### src/rtl/sram_ctrl_pkg.sv
`timescale 1ns/100ps
package sram_ctrl_pkg;
  typedef enum logic [1:0] {PH_IDLE, PH_WRITE, PH_READ, PH_TURN} phase_e;

  typedef struct packed {
    logic ce_n;
    logic we_n;
    logic oe_n;
    logic sel;
    logic drive;
  } bus_ctl_t;

  localparam bus_ctl_t CTL_PARK = '{ce_n: 1'b1, we_n: 1'b1, oe_n: 1'b1, sel: 1'b0, drive: 1'b0};

  function automatic int ceil_div(int a, int b);
    return (a + b - 1) / b;
  endfunction

  function automatic int imax(int a, int b);
    return (a > b) ? a : b;
  endfunction
endpackage

### src/rtl/sram_seq.sv
`timescale 1ns/100ps
module sram_seq import sram_ctrl_pkg::*; #(
  parameter int WR_CYC    = 8,
  parameter int WE_START  = 2,
  parameter int WE_END    = 7,
  parameter int DRV_START = 3,
  parameter int RD_CYC    = 8,
  parameter int TA_CYC    = 3,
  localparam int CNT_W    = $clog2(imax(imax(WR_CYC, RD_CYC), TA_CYC) + 1)
) (
  input  logic     clk_i,
  input  logic     rst_ni,
  input  logic     start_i,
  input  logic     start_we_i,
  output logic     ready_o,
  output logic     sample_o,
  output logic     sel_nxt_o,
  output bus_ctl_t ctl_o
);
  phase_e           ph_q, ph_d;
  logic [CNT_W-1:0] cnt_q, cnt_d;
  bus_ctl_t         ctl_q, ctl_d;

  function automatic bus_ctl_t decode(phase_e ph, logic [CNT_W-1:0] c);
    bus_ctl_t r;
    r = CTL_PARK;
    case (ph)
      PH_WRITE: begin
        r.ce_n  = 1'b0;
        r.sel   = 1'b1;
        r.we_n  = !(int'(c) >= WE_START && int'(c) < WE_END);
        r.drive = int'(c) >= DRV_START && int'(c) < WE_END;
      end
      PH_READ: begin
        r.ce_n = 1'b0;
        r.sel  = 1'b1;
        r.oe_n = 1'b0;
      end
      default: r = CTL_PARK;
    endcase
    return r;
  endfunction

  always_comb begin
    ph_d  = ph_q;
    cnt_d = cnt_q + 1'b1;
    case (ph_q)
      PH_IDLE: begin
        cnt_d = '0;
        if (start_i) ph_d = start_we_i ? PH_WRITE : PH_READ;
      end
      PH_WRITE: if (cnt_q == CNT_W'(WR_CYC - 1)) begin
        ph_d  = PH_IDLE;
        cnt_d = '0;
      end
      PH_READ: if (cnt_q == CNT_W'(RD_CYC - 1)) begin
        ph_d  = PH_TURN;
        cnt_d = '0;
      end
      default: if (cnt_q == CNT_W'(TA_CYC - 1)) begin
        ph_d  = PH_IDLE;
        cnt_d = '0;
      end
    endcase
  end

  assign ctl_d = decode(ph_d, cnt_d);

  always_ff @(posedge clk_i or negedge rst_ni) begin
    if (!rst_ni) begin
      ph_q  <= PH_IDLE;
      cnt_q <= '0;
      ctl_q <= CTL_PARK;
    end else begin
      ph_q  <= ph_d;
      cnt_q <= cnt_d;
      ctl_q <= ctl_d;
    end
  end

  assign ready_o   = ph_q == PH_IDLE;
  assign sample_o  = ph_q == PH_READ && cnt_q == CNT_W'(RD_CYC - 1);
  assign sel_nxt_o = ctl_d.sel;
  assign ctl_o     = ctl_q;

  // run-length counters for pulse-width checks
  logic [CNT_W-1:0] we_run_q, drv_run_q;
  always_ff @(posedge clk_i or negedge rst_ni) begin
    if (!rst_ni) begin
      we_run_q  <= '0;
      drv_run_q <= '0;
    end else begin
      we_run_q  <= ctl_q.we_n  ? '0 : we_run_q + 1'b1;
      drv_run_q <= ctl_q.drive ? drv_run_q + 1'b1 : '0;
    end
  end

  p_park_when_ready_r1: assert property (@(posedge clk_i) disable iff (!rst_ni)
    ready_o |-> ctl_q.ce_n && ctl_q.we_n && ctl_q.oe_n && !ctl_q.sel && !ctl_q.drive);
  p_busy_after_start_r2: assert property (@(posedge clk_i) disable iff (!rst_ni)
    start_i && ready_o |=> !ready_o);
  p_we_pulse_len_r4: assert property (@(posedge clk_i) disable iff (!rst_ni)
    $rose(ctl_q.we_n) |-> int'(we_run_q) == WE_END - WE_START);
  p_drive_release_r5: assert property (@(posedge clk_i) disable iff (!rst_ni)
    $rose(ctl_q.we_n) |-> !ctl_q.drive);
  p_drive_setup_r5: assert property (@(posedge clk_i) disable iff (!rst_ni)
    $fell(ctl_q.drive) |-> int'(drv_run_q) == WE_END - DRV_START);
  p_oe_high_in_write_r6: assert property (@(posedge clk_i) disable iff (!rst_ni)
    (!ctl_q.we_n || ctl_q.drive) |-> ctl_q.oe_n);
  p_turn_quiet_r9: assert property (@(posedge clk_i) disable iff (!rst_ni)
    ph_q == PH_TURN |-> ctl_q.oe_n && !ctl_q.drive && ctl_q.ce_n);
endmodule

### src/rtl/sram_lanes.sv
`timescale 1ns/100ps
module sram_lanes #(
  parameter int LANES  = 2,
  parameter int BYTE_W = 8,
  localparam int DW    = LANES * BYTE_W
) (
  input  logic             clk_i,
  input  logic             rst_ni,
  input  logic             load_i,
  input  logic [LANES-1:0] mask_i,
  input  logic [DW-1:0]    wdata_i,
  input  logic             sel_nxt_i,
  input  logic             sample_i,
  input  logic [DW-1:0]    dq_i,
  output logic [LANES-1:0] be_no,
  output logic [DW-1:0]    dq_o,
  output logic [DW-1:0]    rdata_o,
  output logic             rvalid_o
);
  logic [LANES-1:0] mask_q, be_n_q;
  logic [DW-1:0]    wdata_q, rd_q;
  logic             rvalid_q;

  for (genvar g = 0; g < LANES; g++) begin : g_lane
    logic mask_nxt;
    assign mask_nxt = load_i ? mask_i[g] : mask_q[g];

    always_ff @(posedge clk_i or negedge rst_ni) begin
      if (!rst_ni) begin
        mask_q[g]                  <= 1'b0;
        be_n_q[g]                  <= 1'b1;
        wdata_q[g*BYTE_W +: BYTE_W] <= '0;
        rd_q[g*BYTE_W +: BYTE_W]    <= '0;
      end else begin
        be_n_q[g] <= !(sel_nxt_i && mask_nxt);
        if (load_i) begin
          mask_q[g]                  <= mask_i[g];
          wdata_q[g*BYTE_W +: BYTE_W] <= wdata_i[g*BYTE_W +: BYTE_W];
        end
        if (sample_i)
          rd_q[g*BYTE_W +: BYTE_W] <= mask_q[g] ? dq_i[g*BYTE_W +: BYTE_W] : '0;
      end
    end

    p_dead_lane_zero_r8: assert property (@(posedge clk_i) disable iff (!rst_ni)
      rvalid_o && !mask_q[g] |-> rdata_o[g*BYTE_W +: BYTE_W] == '0);
    p_lane_off_unmasked_r3: assert property (@(posedge clk_i) disable iff (!rst_ni)
      !mask_q[g] && !load_i |=> be_n_q[g]);
  end

  always_ff @(posedge clk_i or negedge rst_ni) begin
    if (!rst_ni) rvalid_q <= 1'b0;
    else         rvalid_q <= sample_i;
  end

  assign be_no    = be_n_q;
  assign dq_o     = wdata_q;
  assign rdata_o  = rd_q;
  assign rvalid_o = rvalid_q;

  p_rvalid_pulse_r7: assert property (@(posedge clk_i) disable iff (!rst_ni)
    rvalid_o |=> !rvalid_o);
endmodule

### src/rtl/sram_byte_ctrl.sv
`timescale 1ns/100ps
module sram_byte_ctrl import sram_ctrl_pkg::*; #(
  parameter int ADDR_W   = 18,
  parameter int DATA_W   = 16,
  parameter int CLK_NS   = 10,
  parameter int T_WC_NS  = 70,
  parameter int T_PWE_NS = 50,
  parameter int T_AW_NS  = 60,
  parameter int T_SD_NS  = 30,
  parameter int T_RC_NS  = 70,
  parameter int T_AA_NS  = 70,
  parameter int T_HZ_NS  = 25,
  localparam int LANES   = DATA_W / 8
) (
  input  logic              clk_i,
  input  logic              rst_ni,
  input  logic              req_i,
  input  logic              we_i,
  input  logic [ADDR_W-1:0] addr_i,
  input  logic [DATA_W-1:0] wdata_i,
  input  logic [LANES-1:0]  mask_i,
  output logic              ready_o,
  output logic [DATA_W-1:0] rdata_o,
  output logic              rvalid_o,
  output logic [ADDR_W-1:0] mem_addr_o,
  output logic              mem_ce_no,
  output logic              mem_we_no,
  output logic              mem_oe_no,
  output logic [LANES-1:0]  mem_be_no,
  output logic [DATA_W-1:0] mem_dq_o,
  output logic              mem_dq_oe_o,
  input  logic [DATA_W-1:0] mem_dq_i
);
  localparam int WC_CYC    = ceil_div(T_WC_NS, CLK_NS);
  localparam int PWE_CYC   = ceil_div(T_PWE_NS, CLK_NS);
  localparam int AW_CYC    = ceil_div(T_AW_NS, CLK_NS);
  localparam int SD_CYC    = ceil_div(T_SD_NS, CLK_NS) + 1;
  localparam int WS_MIN    = imax(1, AW_CYC - PWE_CYC);
  localparam int WR_CYC    = imax(WC_CYC + 1, WS_MIN + PWE_CYC + 1);
  localparam int WE_START  = WR_CYC - 1 - PWE_CYC;
  localparam int WE_END    = WE_START + PWE_CYC;
  localparam int DRV_START = imax(1, WE_END - SD_CYC);
  localparam int RD_CYC    = imax(ceil_div(T_RC_NS, CLK_NS), ceil_div(T_AA_NS, CLK_NS)) + 1;
  localparam int TA_CYC    = imax(1, ceil_div(T_HZ_NS, CLK_NS));

  logic              accept, sample, sel_nxt;
  bus_ctl_t          ctl;
  logic [ADDR_W-1:0] addr_q;

  assign accept = req_i && ready_o;

  always_ff @(posedge clk_i or negedge rst_ni) begin
    if (!rst_ni)     addr_q <= '0;
    else if (accept) addr_q <= addr_i;
  end

  sram_seq #(
    .WR_CYC   (WR_CYC),
    .WE_START (WE_START),
    .WE_END   (WE_END),
    .DRV_START(DRV_START),
    .RD_CYC   (RD_CYC),
    .TA_CYC   (TA_CYC)
  ) u_seq (
    .clk_i     (clk_i),
    .rst_ni    (rst_ni),
    .start_i   (accept),
    .start_we_i(we_i),
    .ready_o   (ready_o),
    .sample_o  (sample),
    .sel_nxt_o (sel_nxt),
    .ctl_o     (ctl)
  );

  sram_lanes #(
    .LANES (LANES),
    .BYTE_W(8)
  ) u_lanes (
    .clk_i    (clk_i),
    .rst_ni   (rst_ni),
    .load_i   (accept),
    .mask_i   (mask_i),
    .wdata_i  (wdata_i),
    .sel_nxt_i(sel_nxt),
    .sample_i (sample),
    .dq_i     (mem_dq_i),
    .be_no    (mem_be_no),
    .dq_o     (mem_dq_o),
    .rdata_o  (rdata_o),
    .rvalid_o (rvalid_o)
  );

  assign mem_addr_o  = addr_q;
  assign mem_ce_no   = ctl.ce_n;
  assign mem_we_no   = ctl.we_n;
  assign mem_oe_no   = ctl.oe_n;
  assign mem_dq_oe_o = ctl.drive;

  p_addr_hold_r2: assert property (@(posedge clk_i) disable iff (!rst_ni)
    !mem_ce_no && !$past(mem_ce_no) |-> $stable(mem_addr_o));
  p_data_hold_r5: assert property (@(posedge clk_i) disable iff (!rst_ni)
    mem_dq_oe_o && $past(mem_dq_oe_o) |-> $stable(mem_dq_o));
  p_no_lanes_no_select_r10: assert property (@(posedge clk_i) disable iff (!rst_ni)
    accept && mask_i == '0 |=> mem_be_no == '1);
endmodule

### config.mk
export PLATFORM = sky130hd
export DESIGN_NAME = sram_byte_ctrl
export DESIGN_NICKNAME = d
export VERILOG_FILES = /design/src/rtl/sram_ctrl_pkg.sv /design/src/rtl/sram_seq.sv /design/src/rtl/sram_lanes.sv /design/src/rtl/sram_byte_ctrl.sv
export SDC_FILE = /design/constraint.sdc
export NUM_CORES = 1
export LEC_CHECK = 0
export BUFFER_PORTS_ARGS = -buffer_cell sky130_fd_sc_hd__buf_4
export CORE_ASPECT_RATIO = 1.25
export CORE_MARGIN = 2
export CORE_UTILIZATION = 40
export CTS_CLUSTER_SIZE = 14
export DETAILED_ROUTE_END_ITERATION = 8
export PLACE_DENSITY = 0.72
export SLEW_MARGIN = 10
export SYNTH_ARGS = -nofsm -noshare
export SYNTH_HDL_FRONTEND = slang
export SYNTH_HIERARCHICAL = 1
export SYNTH_SLANG_ARGS = --single-unit
### constraint.sdc
create_clock -name clk_i -period 3.7 [get_ports clk_i]
set_input_delay 0.37 -clock clk_i [delete_from_list [all_inputs] [get_ports clk_i]]
set_output_delay 0.37 -clock clk_i [all_outputs]
set_load 0.005 [all_outputs]
Yosys cells after proc, flatten, opt, wreduce, memory -nomap -nowiden
Index checks and enable logic that the tools add are counted.
{"block": "classes", "addsub": 1, "mul": 0, "n_div": 0, "n_lt_le_gt_ge": 3, "n_eq_ne": 6, "shift": 0, "mux": 18, "bitwise": 0, "n_reduce_logical": 12}
{"operator": "$mux 8", "count": 2}
{"operator": "$mux 2", "count": 5}
{"operator": "$ge 4x2->1 const B", "count": 2}
{"operator": "$mux 4", "count": 2}
{"operator": "$pmux 4 s2", "count": 1}
{"operator": "$mux 1", "count": 7}
{"operator": "$logic_and 1x1->1", "count": 6}
{"operator": "$pmux 2 s3", "count": 1}
{"operator": "$add 4x1->4 const B", "count": 1}
{"operator": "$eq 2x1->1 const B", "count": 2}
{"operator": "$eq 2x2->1 const B", "count": 2}
{"operator": "$eq 4x2->1 const B", "count": 1}
{"operator": "$eq 4x3->1 const B", "count": 1}
{"operator": "$lt 4x3->1 const B", "count": 1}
{"operator": "$reduce_or 2->1", "count": 2}
{"operator": "$logic_not 1->1", "count": 3}
{"operator": "$logic_not 2->1", "count": 1}
{"block": "word_totals", "register_bits": 65, "latchBits": 0, "mem_bits_rw": 0, "rom_bits": 0, "in_bits": 56, "output_inout_bits": 58, "word_cells": 56, "mem_count": 0}

Longest topological paths before layout
Gate-level depths: netlist of run 1.
{"block": "depth", "depth_word": 9, "mapped_depth": 12, "ltp_nobuf": 11}

Cells and area by module
The synthesis of run 1 kept the hierarchy.
{"module": "sram_lanes", "instances": 1, "cells_per_inst": 112, "area_per_inst_um2": 1448.9, "seq_area_each_um2": 928.4}
{"module": "sram_byte_ctrl", "instances": 1, "cells_per_inst": 39, "area_per_inst_um2": 721.9, "seq_area_each_um2": 450.4}
{"module": "sram_seq", "instances": 1, "cells_per_inst": 61, "area_per_inst_um2": 646.9, "seq_area_each_um2": 279.0}

Worst setup path before layout of run 1
Ideal clock, no wire load.
{"block": "synth_timing", "path_kind": "register -> register", "startpoint": "register u_seq.ph_q[0]", "endpoint": "register u_lanes.be_n_q[0], in the netlist u_lanes/be_no[0]", "setup_time_ns": 0.077, "t_arrival_ns": 2.118, "t_required_ns": 3.623, "path_slack_ns": 1.506, "path_stages_with_launch": 13, "path_buffers": 1, "period_less_slack_ns": 2.194, "path_cell_list": "dfrtp_1 > inv_1 > ha_1 > nand2_4 > buf_12 > inv_1 > inv_1 > a211oi_1 > a21oi_1 > o21ba_2 > ha_1 > inv_1 > nand2_1"}
{"block": "synth_via", "elab_chain_len": 9, "word_cells_on_any_way": 16, "classes_between": "eq/ne: 4; mux: 7; reduce/logical: 5"}
{"element": "start: declaration", "line": "sram_seq.sv:20", "text": "phase_e ph_q, ph_d;"}
{"element": "start signal: assignment", "line": "sram_seq.sv:75", "text": "ph_q <= ph_d;"}
{"element": "$logic_not 2->1 (*)", "line": "sram_seq.sv:81", "text": "assign ready_o = ph_q == PH_IDLE;"}
{"element": "via ready_o", "line": "sram_byte_ctrl.sv:22", "text": "output logic ready_o,"}
{"element": "$logic_and 1x1->1 (*)", "line": "sram_byte_ctrl.sv:50", "text": "assign accept = req_i && ready_o;"}
{"element": "via accept", "line": "sram_byte_ctrl.sv:46", "text": "logic accept, sample, sel_nxt;"}
{"element": "$mux 2 (*)", "line": "sram_seq.sv:50", "text": "if (start_i) ph_d = start_we_i ? PH_WRITE : PH_READ;"}
{"element": "$pmux 2 s3 (*)", "line": "sram_seq.sv:47", "text": "case (ph_q)"}
{"element": "via u_seq.ph_d[0]", "line": "sram_seq.sv:20"}
{"element": "$eq 2x1->1 or $eq 2x2->1 (tied branches)", "line": "sram_seq.sv:27", "text": "case (ph)"}
{"element": "$reduce_or 2->1 (no source line) (*)"}
{"element": "$mux 1 (*)", "line": "sram_seq.sv:27"}
{"element": "via sel_nxt", "line": "sram_byte_ctrl.sv:46"}
{"element": "$logic_and 1x1->1 (*)", "line": "sram_lanes.sv:35", "text": "be_n_q[g] <= !(sel_nxt_i && mask_nxt);"}
{"element": "$logic_not 1->1 (*)", "line": "sram_lanes.sv:35"}
{"element": "end signal: indexed assignment", "line": "sram_lanes.sv:35"}
{"element": "end: declaration", "line": "sram_lanes.sv:20", "text": "logic [LANES-1:0] mask_q, be_n_q;"}
The timed path passes the listed nets; every way through them passes the cells marked *.
A chain may end at the register's enable or synchronous reset.

==> results of run 1 <==
-- routing by layer --
metal,GRT usage,vias up,part of all wire
met5,0,-,0
met4,0.0742,0,0.025
met3,0.0372,12,0.043
met2,0.275,55,0.54
met1,0.186,944,0.39
li1,-,957,-
-- worst paths after layout --
kind	end	depth (start not counted)	slack, ns
max	u_seq/ctl_o[3]	11	1.13
min	u_lanes/dq_o[3]	1	0.13
max reg2reg	u_seq/ctl_o[3]	11	1.13
min reg2reg	mem_addr_o[2]	1	0.51
max in group asynchronous	u_lanes/dq_o[5]	1	3.04
min in group clk_i	u_lanes/dq_o[14]	2	0.26
-- registers in the layout, indices dropped and copies added, names as in the netlist, 2 cells and up --
name             cells
mem_addr_o          18
u_lanes/be_no        2
u_lanes/dq_o        16
u_lanes/mask_q       2
u_lanes/rdata_o     16
u_seq/cnt_q          4
u_seq/ctl_o          4
u_seq/ph_q           2
-- power groups by stage --
stage	clock network (mW)	registers, mW	logic (mW)
2_1_floorplan	0	1.27	0.739
3_3_place_gp	0	1.28	1.33
3_5_place_dp	0	1.29	1.36
4_1_cts	0.633	1.28	1.37
5_1_grt	0.669	1.32	1.47
6_report	0.609	1.28	1.34
-- area by class of cell --
class	instances	area [sq um]	share of cell area
flip-flops and latches	65	1630	0.418
multi-input cells	115	1010	0.257
repair buffers	115	863	0.221
clock buffers	14	173	0.0442
well taps	90	113	0.0288
inverters	23	86.3	0.0221
clock inverters	2	35.0	0.00896
-- placed cells by master, fill, tap and decap left out --
cell and n:
nor4_1 1, clkinv_2 1, a211o_1 1, nor2_1 7, buf_4 115, mux2_2 17, o31ai_1 1, inv_1 23
nand2_4 1, xor2_1 1, nor3b_2 1, nor3_1 1, bufinv_16 1, and3_1 1, a211oi_1 1, o22a_1 1
nor4bb_1 1, and4bb_4 1, or3_4 1, or4b_1 1, a21o_1 1, clkbuf_1 2, o21bai_1 1, dfrtp_1 60
a21boi_0 1, mux2_4 19, nand2_1 5, o21ba_2 2, nand3_1 17, xnor2_1 1, o21ai_0 18, clkbuf_8 12
ha_1 9, dfstp_2 5, a21oi_1 3
-- worst reg2reg max path: stages, from the launching register on --
cell and delay (ns):
dfrtp_1 0.44, inv_1 0.11, ha_1 0.27, nand2_4 0.22, inv_1 0.41, a21boi_0 0.17
o22a_1 0.20, nor2_1 0.13, a21o_1 0.11, ha_1 0.13, o21ai_0 0.10, a211o_1 0.23
-- metrics by stage --
| step | utilization | total power [mW] |
|---|---|---|
| final | 0.571 | 3.23 |
| after global routing | 0.571 | 3.47 |
| after CTS | 0.571 | 3.28 |
| after detailed placement | 0.540 | 2.65 |
| after global placement | 0.540 | 2.61 |
| after floorplan | - | 2.00 |
==> impl_results.md, run 1 <==
- Drt pass-1 iters: 4
- WHS: 0.126 ns
- RSZ-0062 raised after global routing: no
- Post-CTS Setup Bufs: 0
- Worst Setup Start Kind: register
- Max-cap viol count: 0
- Final Slew Violations: 0
- Total gr overflow: 0
- Slew headroom: 0.466
- Yosys warns: 6
- Via-per-instance ratio: 4.64
- Slowest-stage cell, CP: dfrtp_1
- Syn_nets: 276
- Routed Antenna Nets: 0
- Seq pwr share: 0.395
- Final min period: 2.57 ns
- Routability cong.: 0.789
- Power per cell area: 826 nW/um^2
- CTS sink cnt: 65
- Placed cell count: 408
- WP data arrival: 2.83 ns
- Pint: 2.25 mW
- Die width: 78.7 um
- Clock buffers created by TritonCTS: 9
- CTS max path bufs: 2
- Hold Crit Class: in2async
- # rows: 34
- Initial antenna violation count: 0
- Vias: 1968
- Drt drc: 0
- Syn-to-layout area delta: 40.0%
- Max Clock Freq: 0.389 GHz
- Worst-path maximum fanout: 19
- Place WS: 1.08 ns
- Fin nets: 394
- H-tree depth: 3
- Combinational Power Share: 0.416
- P_sw: 0.973 mW
- CTS resizes: 0
- Vias in the first global route: 2002
- Clk Latency, worst-skew pair: 0.33 ns
- WL final: 5820 um
- Slowest Stage Delay on Critical Path: 0.44 ns
- Leak Pwr: 1.97 nW
- Port Buffer Count: 113
- Area after DPL: 3700 sq um
- # hold bufs at CTS: 0
- Avg Cell Area, Syn: 13.2 sq um
- Detailed Route Iter0 Violations: 83
- Post-DP HPWL: 4290 um
- Mapped Area: 2790 sq um
- Final setup TNS: 0 ns
- Layout cells sized above 1: 0.527
- Die ar.: 7670 sq um
- WP buf/inv: 2
- Final setup fails: 0
- CTS tree: done
- Avg WL per Cell: 13.7 um
- Crit path capture type: register
- Req. time, crit path: 3.96 ns
- Clk root buf: clkbuf_8
- GR Util All Layers: 0.160
- RR Startpoint: u_seq/ph_q[1]
- Finished Layout Cells: 424
- ANT cells: 0
- Top delay family on crit path: compound AO/OA/AOI/OAI gates
- First-pass GRT wire length: 9500 um
- Clk pwr share: 0.189
- Starting Density: 0.408
- Setup ws final: 1.13 ns
- Final period utilization: 0.695
- Design Area, Final: 3910 sq um
- Worst vdd ir: 0.437 mV
- Largest net degree at the start of global routing: 66
- CP Launch Point: u_seq/ph_q[1]
- Hold Vio Cnt, Final: 0
- Final worst clock skew: 0.00985 ns
- Worst path cell trace: inv_1 > ha_1 > nand2_4 > inv_1 > a21boi_0 > o22a_1 > nor2_1 > a21o_1 > ha_1 > o21ai_0 > a211o_1
- I/O pins: 114
- Sw frac: 0.301
- Tightest Pin Transition: 0.801 ns
- CP Class: reg2reg
- Die height: 97.4 um
- Clock transition at the registers of the reported paths: 0.06 ns
- Outcome: finished, final reports clean
- Core Area: 6850 sq um
- Mapped Cells: 211
- Fillers: 579
Note: power is estimated with default switching activity, not from simulation.
==> run 2, diff against run 1 <==
Settings changed: ABC_AREA set to 1, PLACE_DENSITY 0.72 to 0.74.
Clock period 3.7 ns to 2.1 ns, I/O delays scaled along.
==> run 2 against run 1 <==
Net effect: clock power rose by 110%; routed wire length is 16% higher; largest cell class unchanged; die area grew 2.1%; clock skew is 0.00064 ns higher; non-clock buffer count increased by 5; fmax increased by 36%; critical path depth grew 4; register-to-register slack lost 0.92 ns; global-route usage is 2.0 points higher.
==> impl_results.md, run 2 <==
- Outcome: finished, final reports clean
- Die ar.: 7830 sq um (+2.1%)
- Tightest Pin Transition: 0.781 ns (-0.0199 ns)
- Clk root buf: clkbuf_8
- Max Clock Freq: 0.528 GHz (+36%)
- Worst-path maximum fanout: 5 (-14)
- Largest net degree at the start of global routing: 66 (unchanged)
- GR Util All Layers: 0.180 (+0.0200)
- Req. time, crit path: 2.38 ns (-1.58 ns)
- WP data arrival: 2.17 ns (-0.66 ns)
- Power per cell area: 1400 nW/um^2 (+70%)
- Leak Pwr: 2.17 nW (+10%)
- Design Area, Final: 4030 sq um (+3.0%)
- Worst Hold Endpoint: u_lanes/dq_o[9]
- Finished Layout Cells: 532 (+25%)
- R2R depth: 15 (+4)
- Final min period: 1.89 ns (-0.680 ns)
- Avg WL per Cell: 12.6 um (-7.9%)
- Slowest-stage cell, CP: dfrtp_2
- Most frequent CP cell: nand2_1
- Yosys warns: 6 (unchanged)
- CP Class: reg2reg
- CTS tree: done
- Drt drc: 0 (unchanged)
- CTS sink cnt: 65 (unchanged)
- WL final: 6720 um (+16%)
- Initial antenna violation count: 0 (unchanged)
- Final core utilization: 0.580 (+0.00978)
- Vias: 2488 (+26%)
- Fillers: 626 (+8.1%)
- Final setup fails: 0 (unchanged)
- Final period utilization: 0.901 (+0.206)
- Reg-to-Reg End: u_seq/ctl_o[0]
- Core Area: 6930 sq um (+1.2%)
- Clock transition at the registers of the reported paths: 0.07 ns (about the same)
- Starting Density: 0.412 (+0.00384)
- Reg2reg setup slack: 0.21 ns (-0.92 ns)
- Via-per-instance ratio: 4.68 (+0.76%)
- RR Startpoint: u_seq/ph_q[1]
- Max-cap viol count: 0 (unchanged)
- I/O pins: 114 (unchanged)
- Vias in the first global route: 2463 (+23%)
- Die width: 79.6 um (+1.0%)
- Routed Antenna Nets: 0 (unchanged)
- Slew headroom: 0.479 (+0.0133)
- Post-DP HPWL: 4890 um (+14%)
- Worst path cell trace: inv_2 > ha_4 > nand2_8 > inv_2 > or2_2 > nand2_1 > a21oi_1 > nand2_1 > nand2_1 > inv_2 > ha_1 > inv_1 > nor2_2 > nand2_1 > nor2_1
- Syn-to-layout area delta: 41.0%
- Slowest Stage Delay on Critical Path: 0.41 ns (-0.03 ns)
- Mapped Cells: 319 (+51%)
- Avg Cell Area, Syn: 8.95 sq um (-32%)
- Clk Latency, worst-skew pair: 0.34 ns (about the same)
- Hold Vio Cnt, Final: 0 (unchanged)
- ANT cells: 0 (unchanged)
- # rows: 34 (unchanged)
- Hold Crit Class: in2reg
- Commonest non-fill, non-tap cell in the layout: nand2_1
- WHS: 0.0658 ns (-0.0604 ns)
- Total gr overflow: 0 (unchanged)
- Detailed Route Iter0 Violations: 129 (+55%)
- Number of flip-flops in the largest register: 18 (unchanged)
- WP buf/inv: 4 (+2)
- Placed cell count: 513 (+26%)
- Syn_nets: 384 (+39%)
- Fin nets: 502 (+27%)
- Crit path capture type: register
- Setup ws final: 0.208 ns (-0.920 ns)
- Hold depth: 3
- First-pass GRT wire length: 11000 um (+15%)
- Worst vdd ir: 0.596 mV (+36%)
- Most frequent cells in the layout: nand2_1 (140), buf_4 (119), dfrtp_1 (58)
- Routability cong.: 0.762 (-3.3%)
- CP Launch Point: u_seq/ph_q[1]
- Final worst clock skew: 0.0105 ns (+0.000638 ns)
- Layout cells sized above 1: 0.362 (-0.165)
- Place WS: 0.0886 ns (-0.988 ns)
- Total power: 5.64 mW (+75%)
- Clock buffers created by TritonCTS: 9 (unchanged)
- Worst hold path startpoint: wdata_i[9]
- Die height: 98.4 um (+1.0%)
- Port Buffer Count: 113 (unchanged)
- Final Slew Violations: 0 (unchanged)
- Top delay family on crit path: simple AND/OR/NAND/NOR gates
- Final setup TNS: 0 ns (unchanged)
- Mapped Area: 2850 sq um (+2.2%)
- Worst Setup Start Kind: register
- Drt pass-1 iters: 4 (unchanged)
- Area after DPL: 3730 sq um (+0.91%)
- H-tree depth: 3 (unchanged)
- CTS max path bufs: 2 (unchanged)
-- run 2: cell count changes in the layout (fill, tap and decap cells not counted), moves of 3 or more --
| cell | previous run | this run |
|---|---|---|
| buf_4 | 115 | 119 |
| inv_2 | 0 | 7 |
| mux2_4 | 19 | 0 |
| nand3_1 | 17 | 43 |
| nand2_2 | 0 | 3 |
| mux2_2 | 17 | 0 |
| inv_1 | 23 | 16 |
| o21ai_0 | 18 | 3 |
| nand2_1 | 5 | 140 |
-- run 2: how the worst max path moves through the flow --
stage                          end  slack [ns]  depth (start not counted)
floorplan           u_seq/ctl_o[0]      0.0003                         17
global placement    u_seq/ctl_o[0]        0.20                         15
detailed placement  u_seq/ctl_o[0]        0.09                         15
CTS                 u_seq/ctl_o[0]        0.07                         15
global route        u_seq/ctl_o[0]       -0.02                         15
finish              u_seq/ctl_o[0]        0.21                         15
-- run 2: layout make-up --
cell class,count,area (sq um),area share
Tap cell,90,113,0.0280
Sequential cell,65,1640,0.406
Clock buffer,10,138,0.0342
Inverter,23,86.3,0.0214
Timing Repair Buffer,120,903,0.224
Multi-Input combinational cell,218,1030,0.257
Clock inverter,6,115,0.0286
-- run 2: metal layers --
layer | vias up | track usage | routed length, um
met2 | 71 | 0.312 | 3550
met4 | 0 | 0.109 | 187
met5 | - | 0 | 0
li1 | 1232 | - | -
met1 | 1170 | 0.208 | 2640
met3 | 15 | 0.0238 | 348
-- run 2: repair_timing --
action / CTS / global route
hold buffers: 1 / 0
hold endpoints to repair: 60 / 0
endpoints found under the setup margin: 0 / 4
resized for setup: 0 / 5
buffers inserted: 0 / 2
-- run 2: worst register-to-register path, stage by stage (launching register included) --
cell	delay, ns
dfrtp_2	0.41
inv_2	0.07
ha_4	0.18
nand2_8	0.05
inv_2	0.04
or2_2	0.28
nand2_1	0.08
a21oi_1	0.07
nand2_1	0.07
nand2_1	0.08
inv_2	0.06
ha_1	0.13
inv_1	0.04
nor2_2	0.12
nand2_1	0.06
nor2_1	0.08
-- run 2: power breakdown --
part / leakage, nW / total [mW] / internal [mW] / switching (mW)
logic: 1.29 / 2.23 / 1.09 / 1.13
clock network: 0.123 / 1.30 / 0.824 / 0.479
registers: 0.755 / 2.11 / 1.78 / 0.326
==> run 3, diff against run 2 <==
Settings changed: GPL_ROUTABILITY_DRIVEN set to 0, GPL_TIMING_DRIVEN set to 0.
==> run 3 against run 2 <==
Net effect: global-route usage fell by 0.11 points; flip-flop and latch count did not move; non-clock buffer count rose by 14; register-to-register slack got worse by 0.10 ns; routed wire length rose by 1.8%; clock power fell by 13%; via count rose by 0.68%; fmax fell by 5.1%; count of clock-buffer cells in the layout rose by 2; sequential share of layout area fell by 0.99 points; critical path depth rose by 1.
==> impl_results.md, run 3 (synthesis gave the netlist of run 2 again) <==
- Outcome: finished, final reports clean
- Req. time, crit path: 2.36 ns (-0.02 ns)
- Routed Antenna Nets: 0 (unchanged)
- Final setup TNS: 0 ns (unchanged)
- CTS max path bufs: 2 (unchanged)
- GR Util All Layers: 0.179 (-0.00108)
- Clk root buf: clkbuf_8
- Worst vdd ir: 0.572 mV (-4.0%)
- Post-DP HPWL: 4950 um (+1.2%)
- WP data arrival: 2.25 ns (+0.08 ns)
- Most frequent cells in the layout: nand2_1 (138), buf_4 (122), dfrtp_1 (59)
- Total gr overflow: 0 (unchanged)
- Footprint of the multi-input gates: 1050 sq um (+1.5%)
- Slowest-stage cell, CP: dfrtp_1
- Via-per-instance ratio: 4.60 (-1.7%)
- Die height: 98.4 um (unchanged)
- H-tree depth: 3 (unchanged)
- Largest net degree at the start of global routing: 66 (unchanged)
- Drt drc: 0 (unchanged)
- Vias in the first global route: 2380 (-3.4%)
- Leak Pwr: 2.23 nW (+2.7%)
- Fillers: 618 (-1.3%)
- Worst-path maximum fanout: 8 (+3)
- Number of flip-flops in the largest register: 18 (unchanged)
- Power per cell area: 1380 nW/um^2 (-1.3%)
- Clock buffers created by TritonCTS: 9 (unchanged)
- Drt pass-1 iters: 4 (unchanged)
- Placed cell count: 521 (+1.6%)
- # rows: 34 (unchanged)
- Total power: 5.70 mW (+1.1%)
- Initial antenna violation count: 0 (unchanged)
- WL final: 6850 um (+1.8%)
- Crit path capture type: register
- Final period utilization: 0.949 (+0.0484)
- Slowest Stage Delay on Critical Path: 0.38 ns (-0.03 ns)
- Fin nets: 516 (+2.8%)
- First-pass GRT wire length: 10900 um (-0.13%)
- CTS tree: done
- Finished Layout Cells: 545 (+2.4%)
- CP Class: reg2reg
- Syn-to-layout area delta: 44.5%
- Slew headroom: 0.463 (-0.0168)
- Max-cap viol count: 0 (unchanged)
- CTS sink cnt: 65 (unchanged)
- Clock transition at the registers of the reported paths: 0.06 ns (about the same)
- Final min period: 1.99 ns (+0.102 ns)
- Avg WL per Cell: 12.6 um (-0.61%)
- Core Area: 6930 sq um (unchanged)
- Starting Density: 0.412 (unchanged)
- Register area: 1630 sq um (about the same)
- Hold Vio Cnt, Final: 0 (unchanged)
- Vias: 2505 (+0.68%)
- Port Buffer Count: 112 (-0.88%)
- ANT cells: 0 (unchanged)
- Final Slew Violations: 0 (unchanged)
- Detailed Route Iter0 Violations: 149 (+16%)
- Place WS: -0.262 ns (-0.350 ns)
- Final setup fails: 0 (unchanged)
- Die ar.: 7830 sq um (unchanged)
- Tightest Pin Transition: 0.806 ns (+0.0252 ns)
- Worst path cell trace: inv_2 > ha_4 > buf_8 > nand2_8 > inv_6 > or2_4 > nand2_2 > a21oi_1 > nand2_1 > nand2_2 > inv_2 > ha_4 > inv_1 > nor2_2 > nand2_1 > nor2_1
- Clk Latency, worst-skew pair: 0.33 ns (about the same)
- Worst Setup Start Kind: register
- Setup ws final: 0.106 ns (-0.102 ns)
- Hold Crit Class: in2reg
- Commonest non-fill, non-tap cell in the layout: nand2_1
- I/O pins: 114 (unchanged)
- Final worst clock skew: 0.00572 ns (-0.00477 ns)
- Max Clock Freq: 0.502 GHz (-5.1%)
- Layout cells sized above 1: 0.378 (+0.0160)
- Die width: 79.6 um (unchanged)
[run 3: cell type report]
class                           instances  share of cell area
Sequential cell                        65               0.396
Clock buffer                           12              0.0352
Inverter                               23              0.0222
Multi-Input combinational cell        218               0.255
Tap cell                               90              0.0273
Buffer                                 12              0.0258
Timing Repair Buffer                  122               0.223
Clock inverter                          3              0.0158
[run 3: final timing paths]
kind                                from          endpoint  slack [ns]  cells past startpoint
setup / recovery           u_seq/ph_q[0]    u_seq/ctl_o[0]        0.11                     16
hold / removal               wdata_i[10]  u_lanes/dq_o[10]        0.08                      3
setup reg to reg           u_seq/ph_q[0]    u_seq/ctl_o[0]        0.11                     16
hold reg to reg            mem_addr_o[9]     mem_addr_o[9]        0.47                      2
max in group asynchronous         rst_ni     u_seq/ph_q[1]        1.02                      2
min in group asynchronous         rst_ni     mem_addr_o[5]        0.50                      2
[run 3: critical path: cells and delay by family (launching register included)]
kind / cells / cell delay [ns]
compound gates: 1 / 0.05
fa+ha+maj: 2 / 0.29
buf+inv: 5 / 0.37
flops: 1 / 0.38
simple gates: 8 / 0.81
[run 3: through the flow]
step | hold slack, ns | utilization | instance area, sq um
after floorplan | -0.0856 | - | 2860
after global placement | 0.352 | 0.549 | 3810
after detailed placement | 0.356 | 0.549 | 3810
after CTS | 0.0590 | 0.584 | 4050
after global routing | 0.0584 | 0.595 | 4120
final | 0.0762 | 0.595 | 4120
[run 3: per-layer routing]
metal / routed length [um] / global-route usage
met1: 2720 / 0.213
met2: 3610 / 0.302
met3: 392 / 0.0504
met5: 0 / 0
met4: 117 / 0.0729
[run 3: power breakdown]
part | total [mW] | switching [mW] | internal (mW) | leakage (nW)
Combinational | 2.53 | 1.26 | 1.27 | 1.36
Sequential | 2.05 | 0.263 | 1.78 | 0.757
Clock | 1.13 | 0.435 | 0.693 | 0.106
Total | 5.70 | 1.95 | 3.75 | 2.23
[run 3: timing repair]
action	4_1_cts	5_1_grt
hold buffers	1	0
endpoints found under the hold margin	53	0
setup buffers	3	6
endpoints found under the setup margin	5	5
pin swaps	2	6
resized for setup	2	10
